--- src/rtl/pkt_rx_pkg.sv ---
package pkt_rx_pkg;
  localparam int SYM_W      = 9;
  localparam int BYTE_W     = 8;
  localparam int OP_W       = 4;
  localparam int ID_W       = 20;
  localparam int LEN_W      = 7;
  localparam int RSV_W      = 13;
  localparam int HDR_W      = OP_W + 2 * ID_W + LEN_W + RSV_W;
  localparam int HDR_BYTES  = HDR_W / BYTE_W;
  localparam int ADDR_BYTES = 4;
  localparam int ADDR_W     = ADDR_BYTES * BYTE_W;
  localparam int CRC_BYTES  = 4;
  localparam int CRC_W      = CRC_BYTES * BYTE_W;
  localparam int CNT_W      = LEN_W;

  localparam logic [BYTE_W-1:0] CMD_START = 8'h5C;
  localparam logic [BYTE_W-1:0] CMD_FLOW  = 8'h3A;

  localparam logic [CRC_W-1:0] CRC_POLY = 32'h04C11DB7;
  localparam logic [CRC_W-1:0] CRC_SEED = 32'hFFFF_FFFF;

  localparam logic [OP_W-1:0] OP_RD_REQ = 4'd0;
  localparam logic [OP_W-1:0] OP_RD_RSP = 4'd1;
  localparam logic [OP_W-1:0] OP_WR_REQ = 4'd2;
  localparam logic [OP_W-1:0] OP_WR_RSP = 4'd3;

  typedef enum logic [2:0] {
    ST_HUNT, ST_HDR, ST_ADDR, ST_PAY, ST_CRC
  } rx_phase_e;

  typedef struct packed {
    logic [OP_W-1:0]  op;
    logic [ID_W-1:0]  dst;
    logic [ID_W-1:0]  src;
    logic [LEN_W-1:0] len;
    logic [RSV_W-1:0] rsv;
  } pkt_hdr_t;

  // One byte through the CRC register, high bit of the byte first.
  function automatic logic [CRC_W-1:0] crc_step(input logic [CRC_W-1:0] cur,
                                                input logic [BYTE_W-1:0] din);
    logic [CRC_W-1:0] acc;
    acc = cur;
    for (int k = BYTE_W - 1; k >= 0; k--) begin
      if (acc[CRC_W-1] ^ din[k]) acc = (acc << 1) ^ CRC_POLY;
      else                       acc = acc << 1;
    end
    return acc;
  endfunction

  function automatic logic op_defined(input logic [OP_W-1:0] op);
    return (op == OP_RD_REQ) || (op == OP_RD_RSP) ||
           (op == OP_WR_REQ) || (op == OP_WR_RSP);
  endfunction
endpackage

--- src/rtl/pkt_crc_unit.sv ---
module pkt_crc_unit
  import pkt_rx_pkg::*;
(
  input  logic              clk,
  input  logic              rst_n,
  input  logic              clear,
  input  logic              en,
  input  logic [BYTE_W-1:0] din,
  output logic [CRC_W-1:0]  crc_q
);
  logic [CRC_W-1:0] crc_nxt;

  always_comb crc_nxt = crc_step(crc_q, din);

  always_ff @(posedge clk) begin
    if (!rst_n)     crc_q <= CRC_SEED;
    else if (clear) crc_q <= CRC_SEED;
    else if (en)    crc_q <= crc_nxt;
  end

  // a start marker always restarts the running CRC from its seed
  a_r8_seed_after_clear: assert property (@(posedge clk) disable iff (!rst_n)
    clear |=> crc_q == CRC_SEED);
endmodule

--- config.mk ---
export PLATFORM = sky130hd
export DESIGN_NAME = pkt_crc_unit
export DESIGN_NICKNAME = d
export VERILOG_FILES = /design/src/rtl/pkt_rx_pkg.sv /design/src/rtl/pkt_crc_unit.sv
export SDC_FILE = /design/constraint.sdc
export NUM_CORES = 1
export LEC_CHECK = 0
export BUFFER_PORTS_ARGS = -buffer_cell sky130_fd_sc_hd__buf_2
export CORE_MARGIN = 2
export CORE_UTILIZATION = 53
export CTS_CLUSTER_SIZE = 40
export DETAILED_ROUTE_END_ITERATION = 16
export GPL_TIMING_DRIVEN = 0
export HOLD_SLACK_MARGIN = 0.12
export PLACE_DENSITY = 0.9
export SLEW_MARGIN = 10
export SYNTH_ARGS = -nofsm -noshare
export SYNTH_HDL_FRONTEND = slang
export SYNTH_SLANG_ARGS = --single-unit
--- constraint.sdc ---
create_clock -name clk -period 2.3 [get_ports clk]
set_input_delay 0.575 -clock clk [delete_from_list [all_inputs] [get_ports clk]]
set_output_delay 0.575 -clock clk [all_outputs]
set_load 0.01 [all_outputs]
==> impl_metrics.json <==
{
  "cp_max_fo": 5,
  "clock_power_share_pct": 19.3,
  "post_drt_wl_per_cell_microns": 14.2,
  "nNetsFinal": 259,
  "via_count": 1537,
  "largest_register_ffs": 32,
  "syn_area_sq_mm": 0.00186,
  "status": "finished, final reports clean",
  "synth-seq-area-share_pct": 34.5,
  "period_needed_ps": 2130,
  "io_buffers": 43,
  "die_h_microns": 63.2,
  "yosysWarnings": 0,
  "layout_common_cells": "buf_2 (43), xnor2_1 (39), dfxtp_1 (32), nor2_1 (26)",
  "post_cts_buffers": 0,
  "routed.top_layer": "met4",
  "cpPeakStageDelay_ps": 510,
  "drive_gt1_share_pct": 23.4,
  "fin_crit_sh_pct": 92.4,
  "grt_pass1_vias": 1462,
  "cp.required_ps": 2550,
  "endpoint_kind": "flop",
  "ys_types": 24,
  "power_leakage_nw": 0.846,
  "grt.total_usage_pct": 23.2,
  "p_switching_w": 0.000643,
  "core.rowCount": 21,
  "viasPerCell": 5.23,
  "place_area_sq_mm": 0.00213,
  "peakVddDrop_mv": 0.442,
  "max_clock_freq_ghz": 0.471,
  "postRouteAntennaNets": 0,
  "powerDensity_mw_per_mm2": 817,
  "cts.sinks": 32,
  "grt_pass1_wl_microns": 7010,
  "top_regs": "crc_q x32",
  "gp_congestion": 0.871,
  "path_clk_slew_ps": 100,
  "crit_chain": "xnor2_2 > xnor3_1 > xnor2_2 > or4_1 > o311a_1",
  "worst_pin_slew_ps": 637,
  "worst_ep_arrival_time_ps": 2380,
  "htree_levels": 2,
  "synth.avg_cell_area_sq_um": 9.42,
  "drt_first_iter_violations": 94,
  "crit_path_frequent_cell": "xnor2_2",
  "relSlewSlack_pct": 57.3,
  "hold_viol": 0,
  "fp.dieW_microns": 63.2,
  "core-area_sq_mm": 0.00334,
  "worstSetupPathType": "reg2reg",
  "n_antenna_cell": 0,
  "drt-total-wl_microns": 4170,
  "cts_inserted_buffers": 5,
  "clockBufferDepth": 2,
  "dp_worst_setup_slack_ps": -164,
  "ys_ff_latch": 32,
  "max_flop_register": "crc_q",
  "combPwrFrac_pct": 44.2,
  "rsz0062_at_grt": "false",
  "m1WireLength_microns": 1820,
  "cts-resized-gates": 0,
  "final_common_cell": "buf_2",
  "syn_inst": 197,
  "holdBufCountCts": 0,
  "power_frac_seq_pct": 36.5,
  "setup_ws_ps": 175,
  "synthToLayoutAreaGrowth_pct": 17.9,
  "dp_hpwl_microns": 3100,
  "skew_ps": 10.0,
  "die_area_sq_mm": 0.00399,
  "hold_slack_ps": 527,
  "p_int_w": 0.00114,
  "final-max-slew-violation-count": 0,
  "grt_remaining_overflow": 0,
  "clk_root_buffer_cell": "clkbuf_4",
  "drc": 0,
  "worstSetupStartpointType": "flop",
  "dr_wl_met2_microns": 2000,
  "syn-num-nets": 209,
  "grt_max_degree": 11,
  "cap_violations": 0,
  "cp_slowest_cell": "xnor3_1",
  "p_sw_share_pct": 36.0,
  "insertion_delay_ps": 350,
  "min_path_type": "reg2reg",
  "finalSetupTns_ps": 0,
  "cts_tree": "done",
  "pin_count": 44,
  "drt-pass1-iter-count": 4,
  "wl_met3_microns": 270,
  "finalSetupViolations": 0,
  "antenna_found_initial": 0,
  "final_cell_area_sq_mm": 0.00219,
  "start_util_pct": 55.6
}
-- final timing paths --
| check | endpoint | start | depth (start not counted) | slack (ps) |
|---|---|---|---|---|
| max | crc_q[6] | crc_q[31] | 5 | 170 |
| min | crc_q[26] | crc_q[26] | 2 | 530 |
| max reg2reg | crc_q[6] | crc_q[31] | 5 | 170 |
| min reg2reg | crc_q[26] | crc_q[26] | 2 | 530 |
-- cell families after synthesis --
logic type,count (synthesis),share of synthesized area (%)
buffers and inverters,10,2.02
xor gates and xnor gates,70,41.5
and+or+nand+nor,50,10.9
DFF,32,34.5
AOI/OAI and AO/OA,35,11.1
-- metal layers --
metal	GRT usage, %	vias to the layer above
met5	0	-
met4	10.6	0
met3	7.14	8
met2	36.8	57
met1	28.8	728
li1	-	744
-- critical path, delay by kind of cell, from the launching register on --
family           cells  cell delay (ps)
AO/OA/AOI/OAI        1              130
XOR/XNOR             3             1130
flip-flops           1              350
AND/OR/NAND/NOR      1              410
-- power groups by stage --
stage	clock network (W)	logic, W	registers [W]
floorplan	0	0.000609	0.000682
finish	0.000345	0.000790	0.000653
global route	0.000376	0.000869	0.000660
CTS	0.000345	0.000794	0.000653
global placement	0	0.000771	0.000663
detailed placement	0	0.000786	0.000665
-- cell type report --
class	count	area, sq um
Buffer	9	33.8
Clock buffer	8	58.8
Fill cell	292	1150
Inverter	1	3.75
Multi-Input combinational cell	155	1180
Sequential cell	32	641
Tap cell	46	57.6
Timing Repair Buffer	43	215
-- synthesized netlist by cell type (all sizes together) --
master / instances / area share, %
nand2b: 1 / 0.34
nor2: 26 / 5.3
o21ai: 21 / 5.7
buf: 1 / 0.20
nor2b: 2 / 0.67
o311a: 1 / 0.54
clkinv: 1 / 0.20
nand4: 1 / 0.34
xor2: 19 / 9.0
or4: 1 / 0.40
a21oi: 3 / 0.81
a211o: 1 / 0.47
xnor3: 1 / 1.2
dfxtp: 32 / 35
nand2: 18 / 3.6
a31oi: 1 / 0.34
o211ai: 8 / 3.2
clkbuf: 8 / 1.6
xor3: 2 / 2.6
xnor2: 48 / 29
nor3: 1 / 0.27
-- metrics by stage --
stage | instances | total power (W) | util [%]
2_1_floorplan | 197 | 0.00129 | -
4_1_cts | 294 | 0.00179 | 65.5
5_1_grt | 294 | 0.00190 | 65.5
6_report | 294 | 0.00179 | 65.5
3_5_place_dp | 286 | 0.00145 | 63.8
3_3_place_gp | 286 | 0.00143 | 63.8
Note: power is estimated with default switching activity, not from simulation.
